--- src/rtl/vwd_pkg.sv ---
`timescale 1ns/1ps
package vwd_pkg;

  typedef enum logic [1:0] {
    SZ_B8  = 2'b00,
    SZ_H16 = 2'b01,
    SZ_W32 = 2'b10,
    SZ_RSV = 2'b11
  } xfer_size_t;

  typedef enum logic [1:0] {
    SP_NONE  = 2'b00,
    SP_SHORT = 2'b01,
    SP_STD   = 2'b10,
    SP_EXT   = 2'b11
  } space_t;

  // Map an address-modifier code onto the address space it names.
  function automatic space_t classify_am(input logic [5:0] am);
    case (am)
      6'h29, 6'h2D: return SP_SHORT;
      6'h39, 6'h3D: return SP_STD;
      6'h09, 6'h0D: return SP_EXT;
      default:      return SP_NONE;
    endcase
  endfunction

  // Byte lanes touched by a transfer; bit 3 is the lane at byte address 0.
  function automatic logic [3:0] lane_mask(input xfer_size_t sz, input logic [1:0] a);
    case (sz)
      SZ_W32:  return 4'b1111;
      SZ_H16:  return a[1] ? 4'b0011 : 4'b1100;
      SZ_B8:   return 4'b1000 >> a;
      default: return 4'b0000;
    endcase
  endfunction

endpackage

--- src/rtl/vwd_am_decode.sv ---
`timescale 1ns/1ps
module vwd_am_decode
  import vwd_pkg::*;
(
  input  logic [5:0] am,
  input  logic [1:0] size,
  input  logic       strobe,
  output space_t     space,
  output logic       access_ok
);
  always_comb begin
    space     = classify_am(am);
    access_ok = strobe && (xfer_size_t'(size) != SZ_RSV) && (space != SP_NONE);
  end
endmodule

--- src/rtl/vwd_window_match.sv ---
`timescale 1ns/1ps
module vwd_window_match
  import vwd_pkg::*;
#(
  parameter int ADDR_W  = 32,
  parameter int JUMP_W  = 4,
  parameter int LB_W    = 14,
  parameter int LB_SPAN = 10,
  parameter int MB_W    = 6
) (
  input  logic [ADDR_W-1:0]        addr,
  input  space_t                   space,
  input  logic                     access_ok,
  input  logic [JUMP_W-1:0]        jumper,
  input  logic [LB_W-1:0]          lb_base,
  input  logic [MB_W-1:0]          mb_base,
  output logic                     hit_regs,
  output logic                     hit_lbuf,
  output logic                     hit_mem,
  output logic                     lbuf_shadowed,
  output logic [ADDR_W-MB_W-1:0]   offset
);
  localparam int SHORT_W   = 16;
  localparam int CSR_SPAN  = SHORT_W - JUMP_W;
  localparam int LB_SHORT  = SHORT_W - LB_SPAN;
  localparam int OFF_W     = ADDR_W - MB_W;

  logic jumper_forbidden;
  logic raw_regs, raw_lbuf_short, raw_lbuf_std, raw_lbuf;

  always_comb begin
    jumper_forbidden = (jumper == '0);
    raw_regs = access_ok && (space == SP_SHORT) && !jumper_forbidden &&
               (addr[SHORT_W-1:CSR_SPAN] == jumper);
    raw_lbuf_short = (space == SP_SHORT) &&
                     (addr[SHORT_W-1:LB_SPAN] == lb_base[LB_SHORT-1:0]);
    raw_lbuf_std   = (space == SP_STD) &&
                     (addr[LB_SPAN+LB_W-1:LB_SPAN] == lb_base);
    raw_lbuf = access_ok && (raw_lbuf_short || raw_lbuf_std);
    hit_regs = raw_regs;
    hit_lbuf = raw_lbuf && !raw_regs;
    lbuf_shadowed = raw_lbuf && raw_regs;
    hit_mem  = access_ok && (space == SP_EXT) && (addr[ADDR_W-1:OFF_W] == mb_base);
  end

  always_comb begin
    if (hit_regs)
      offset = {{(OFF_W-CSR_SPAN){1'b0}}, addr[CSR_SPAN-1:0]};
    else if (hit_lbuf)
      offset = {{(OFF_W-LB_SPAN){1'b0}}, addr[LB_SPAN-1:0]};
    else if (hit_mem)
      offset = addr[OFF_W-1:0];
    else
      offset = '0;
  end
endmodule

--- src/rtl/vwd_csr_regs.sv ---
`timescale 1ns/1ps
module vwd_csr_regs #(
  parameter int              LB_W     = 14,
  parameter int              MB_W     = 6,
  parameter int              IDX_W    = 10,
  parameter logic [LB_W-1:0] LB_RESET = 'h20,
  parameter logic [MB_W-1:0] MB_RESET = 'h28
) (
  input  logic             clk,
  input  logic             rst_n,
  input  logic             wr_en,
  input  logic [IDX_W-1:0] idx,
  input  logic [LB_W-1:0]  lb_wdata,
  input  logic [MB_W-1:0]  mb_wdata,
  output logic [LB_W-1:0]  lb_base,
  output logic [MB_W-1:0]  mb_base,
  output logic [15:0]      rd16
);
  localparam logic [IDX_W-1:0] IDX_LB = IDX_W'(0);
  localparam logic [IDX_W-1:0] IDX_MB = IDX_W'(1);

  logic wr_lb, wr_mb;
  assign wr_lb = wr_en && (idx == IDX_LB);
  assign wr_mb = wr_en && (idx == IDX_MB);

  always_ff @(posedge clk or negedge rst_n) begin
    if (!rst_n) begin
      lb_base <= LB_RESET;
      mb_base <= MB_RESET;
    end else begin
      if (wr_lb) lb_base <= lb_wdata;
      if (wr_mb) mb_base <= mb_wdata;
    end
  end

  always_comb begin
    case (idx)
      IDX_LB:  rd16 = {{(16-LB_W){1'b0}}, lb_base};
      IDX_MB:  rd16 = {{(16-MB_W){1'b0}}, mb_base};
      default: rd16 = 16'h0000;
    endcase
  end
endmodule

--- src/rtl/vme_window_decoder.sv ---
`timescale 1ns/1ps
module vme_window_decoder
  import vwd_pkg::*;
#(
  parameter int              ADDR_W   = 32,
  parameter int              JUMP_W   = 4,
  parameter int              LB_W     = 14,
  parameter int              LB_SPAN  = 10,
  parameter int              MB_W     = 6,
  parameter logic [LB_W-1:0] LB_RESET = 'h20,
  parameter logic [MB_W-1:0] MB_RESET = 'h28
) (
  input  logic                   clk,
  input  logic                   rst_n,
  input  logic [JUMP_W-1:0]      jumper_i,
  input  logic                   strobe_i,
  input  logic                   write_i,
  input  logic [5:0]             am_i,
  input  logic [1:0]             size_i,
  input  logic [ADDR_W-1:0]      addr_i,
  input  logic [31:0]            wdata_i,
  output logic                   sel_regs_o,
  output logic                   sel_lbuf_o,
  output logic                   sel_mem_o,
  output logic [ADDR_W-MB_W-1:0] offset_o,
  output logic [3:0]             lane_we_o,
  output logic [31:0]            rdata_o
);
  localparam int SHORT_W  = 16;
  localparam int CSR_SPAN = SHORT_W - JUMP_W;
  localparam int IDX_W    = CSR_SPAN - 2;
  localparam int DATA_W   = 32;

  space_t           space;
  logic             access_ok;
  logic             hit_regs, hit_lbuf, hit_mem, lbuf_shadowed;
  logic [LB_W-1:0]  lb_base;
  logic [MB_W-1:0]  mb_base;
  logic [15:0]      rd16;
  logic             csr_write_ok, csr_byte_drop, data_write;
  logic             unused_wdata_hi;

  assign unused_wdata_hi = ^wdata_i[DATA_W-1:LB_W];

  vwd_am_decode u_am (
    .am        (am_i),
    .size      (size_i),
    .strobe    (strobe_i),
    .space     (space),
    .access_ok (access_ok)
  );

  vwd_window_match #(
    .ADDR_W (ADDR_W), .JUMP_W (JUMP_W), .LB_W (LB_W),
    .LB_SPAN(LB_SPAN), .MB_W (MB_W)
  ) u_match (
    .addr          (addr_i),
    .space         (space),
    .access_ok     (access_ok),
    .jumper        (jumper_i),
    .lb_base       (lb_base),
    .mb_base       (mb_base),
    .hit_regs      (hit_regs),
    .hit_lbuf      (hit_lbuf),
    .hit_mem       (hit_mem),
    .lbuf_shadowed (lbuf_shadowed),
    .offset        (offset_o)
  );

  // Control-block write events, named so the checker can see them.
  assign csr_write_ok  = hit_regs && write_i && (xfer_size_t'(size_i) != SZ_B8);
  assign csr_byte_drop = hit_regs && write_i && (xfer_size_t'(size_i) == SZ_B8);
  assign data_write    = write_i && (hit_lbuf || hit_mem);

  vwd_csr_regs #(
    .LB_W (LB_W), .MB_W (MB_W), .IDX_W (IDX_W),
    .LB_RESET (LB_RESET), .MB_RESET (MB_RESET)
  ) u_csr (
    .clk      (clk),
    .rst_n    (rst_n),
    .wr_en    (csr_write_ok),
    .idx      (addr_i[CSR_SPAN-1:2]),
    .lb_wdata (wdata_i[LB_W-1:0]),
    .mb_wdata (wdata_i[MB_W-1:0]),
    .lb_base  (lb_base),
    .mb_base  (mb_base),
    .rd16     (rd16)
  );

  assign sel_regs_o = hit_regs;
  assign sel_lbuf_o = hit_lbuf;
  assign sel_mem_o  = hit_mem;
  assign lane_we_o  = data_write ? lane_mask(xfer_size_t'(size_i), addr_i[1:0]) : 4'b0000;
  // Upper half of a control-block read is undefined; it mirrors the low half.
  assign rdata_o    = {rd16, rd16};
endmodule

--- config.mk ---
export PLATFORM = sky130hd
export DESIGN_NAME = vme_window_decoder
export DESIGN_NICKNAME = d
export VERILOG_FILES = /design/src/rtl/vwd_pkg.sv /design/src/rtl/vwd_am_decode.sv /design/src/rtl/vwd_window_match.sv /design/src/rtl/vwd_csr_regs.sv /design/src/rtl/vme_window_decoder.sv
export SDC_FILE = /design/constraint.sdc
export NUM_CORES = 1
export LEC_CHECK = 0
export ABC_AREA = 1
export BUFFER_PORTS_ARGS = -buffer_cell sky130_fd_sc_hd__buf_2
export CORE_UTILIZATION = 38
export DETAILED_ROUTE_END_ITERATION = 12
export PLACE_DENSITY_LB_ADDON = 0.25
export SYNTH_ARGS = -nofsm -noshare
export SYNTH_HDL_FRONTEND = slang
export SYNTH_SLANG_ARGS = --single-unit
--- constraint.sdc ---
create_clock -name clk -period 2.3 [get_ports clk]
set_clock_uncertainty 0.05 [all_clocks]
set_input_delay 0.575 -clock clk [delete_from_list [all_inputs] [get_ports clk]]
set_output_delay 0.575 -clock clk [all_outputs]
set_load 0.02 [all_outputs]
==> flow_summary.ini <==
[status]
status = finished, violations left
violations = setup timing

[setup_path]
worstPathMaxFanout = 8
cp_slowest_stage_delay_ns = 0.54
cp-end-kind = output port
crit_start = u_csr.mb_base[3]
crit_family = simple AND/OR/NAND/NOR gates
worstSetupPathType = reg -> out
slowest_stage = dfstp_2
critPathBufInv = 3
arrival_ns = 1.91
r2r_start = u_csr.lb_base[9]
start_kind = flip-flop
required_ns = 1.67
cp_cell_sequence = inv_2 > nand2_2 > o21ai_1 > nor2_1 > nand4_1 > nor2_2 > nand3_2 > buf_6 > nor3_4 > buf_4

[min_path]
worstHoldPathType = in -> async

[yosys]
synth.top_cells.by_count = nand2_1, nor2_1, inv_1, nand3_1, buf_4
synth_most_common_cell = nand2_1
synth_edf_count = 0
netlist_area_um2 = 2010
synthCells = 338
yosysTopAreaCellShare_pct = 21.1
async_flop_share_pct = 100
synth_area_per_cell_um2 = 5.96
yosys.area.top_type = dfrtp_1
yosysWarnings = 0
synth_area_leaders = dfrtp_1, nand2_1, nand3_1
yosysUniqueCellTypes = 27
yosys_register_bits = 20
synth.yosys.seq_area_share_pct = 25.0
ys.flop_type = dfrtp_1

[power_and_ir_drop]
p_total_uw = 924
p_switching_uw = 240
peakVddDrop_uv = 353
leakagePower_nw = 1.97
pwr-share-comb_pct = 24.2
p_int_uw = 684
cellPowerDensity_nw_per_um2 = 259
clkPwrFrac_pct = 37.7
seqPwrFrac_pct = 38.1
swShare_pct = 25.9

[placed_design]
routabilityCongestion = 0.857
portBuffers = 121
place_area_um2 = 2910
hpwl_um = 5070

[clocking]
h-tree-depth = 1
max-clock-path-buffers = 2
cts_tree = done
cts_buffers = 3
hold_buffers = 0
cts_sinks = 20
insertion_delay_ns = 0.26
cts.clk_slew.worst_paths_ns = 0.07
clockRootBuffer = clkbuf_8

[cells_and_area]
multi_input_area_um2 = 1600
finish.instance_area_um2 = 3560
syn_to_final_growth_pct = 76.7
num_antenna_cells = 0
drive_above_1_share_pct = 54.5
fillers = 437
layout.nets = 558
ff_latch_area_um2 = 504

[floorplanning]
die_x_um = 74.8
rows = 26
design.core.area_um2 = 5110
initial_utilization_pct = 39.4
die_y_um = 74.8
ios = 145
die_area_um2 = 5600

[sta]
finalCriticalPeriod_ns = 2.53
finalMaxSlewViolations = 0
fin_ws_ns = -0.230
fin_setup_tns_ns = -5.77
fmax_ghz = 0.395
rsz0062_at_grt = yes
fin_crit_sh_pct = 110
finalHoldViolations = 0
setup_viol = 32

[route]
antenna_left = 0
num_vias = 2614
wire_per_inst_um = 12.9
first_pass_iters = 6
wirelength_um = 7060
viasPerCell = 4.78
drc = 0
dr.first_iter.drc_count = 77

[grt]
grt_pass1_wl_um = 10300
grt_max_degree = 21
grt_pass1_vias = 2356
antenna_found_initial = 0
track_usage_pct = 23.7
grt_overflow = 0

[run]
max_cap_violations = 0
-- worst reg2reg max path, cell delays in order (launching register included) --
cell and delay [ns]:
dfrtp_1 0.43, buf_4 0.15, nand2_1 0.05, nand2_1 0.05
-- kinds of logic after synthesis --
family	after synthesis	share of synthesized area, %
xor gates and xnor gates	17	7.39
other	1	0.186
and+or+nand+nor	214	45.1
DFF	20	25.0
AOI/OAI and AO/OA	18	5.09
buffers and inverters	68	17.2
-- state kept, by name, indices dropped and copies added (netlist names) --
signal and flops:
u_csr.lb_base 14, u_csr.mb_base 6
-- power groups by stage --
| stage | registers, mW | clock network [mW] | logic, mW |
|---|---|---|---|
| after global routing | 0.352 | 0.368 | 0.243 |
| after detailed placement | 0.358 | 0 | 0.183 |
| after CTS | 0.352 | 0.352 | 0.200 |
| after floorplan | 0.358 | 0 | 0.0738 |
| after global placement | 0.358 | 0 | 0.179 |
| final | 0.352 | 0.348 | 0.224 |
-- area by class of cell --
type	count	share of cell area [%]
Sequential cell	20	14.2
Inverter	42	4.99
Multi-Input combinational cell	253	45.1
Tap cell	70	2.46
Clock inverter	1	0.844
Clock buffer	3	1.16
Timing Repair Buffer	158	31.3
-- through the flow --
step / worst slack (ns) / hold WS (ns) / util [%] / std cells
floorplan: -0.0970 / 0.229 / - / 341
global placement: -0.319 / 0.410 / 57.0 / 537
detailed placement: -0.330 / 0.409 / 57.0 / 537
CTS: -0.233 / 0.207 / 64.2 / 544
global route: -0.387 / 0.229 / 69.7 / 547
finish: -0.230 / 0.193 / 69.7 / 547
-- metal layers --
layer / share of wire (%) / vias up / global-route usage, %
li1: - / 1310 / -
met1: 41 / 1222 / 28.9
met2: 54 / 69 / 44.0
met3: 3.4 / 13 / 2.81
met4: 1.5 / 0 / 6.29
met5: 0 / - / 0
-- what timing repair did --
item / in CTS / in global routing
gates resized for setup: 87 / 75
pin swaps: 21 / 24
setup buffers: 2 / 3
endpoints found under the setup margin: 45 / 61
gates cloned: 1 / 0
endpoints found under the hold margin: 0 / 0
-- cells in the final DEF (no fill, tap or decap), types with 13 or more instances in the layout --
master,instances
nor2_4,13
nand2_1,89
nor2_2,19
dfrtp_1,17
inv_1,29
buf_2,78
buf_4,49
nand2_2,14
buf_6,29
nand3_1,27
nor2_1,18
-- path summary, 6_finish.rpt --
kind                               endpoint  slack [ns]  depth (start not counted)
max reg2reg                u_csr.lb_base[9]        1.47                          3
max                            offset_o[21]       -0.23                         10
min                        u_csr.lb_base[4]        0.19                          1
max in group asynchronous  u_csr.lb_base[5]        1.67                          1
min reg2reg                u_csr.mb_base[3]        0.42                          2
min in group clk           u_csr.mb_base[3]        0.42                          2
(Power assumes the default switching activity.)
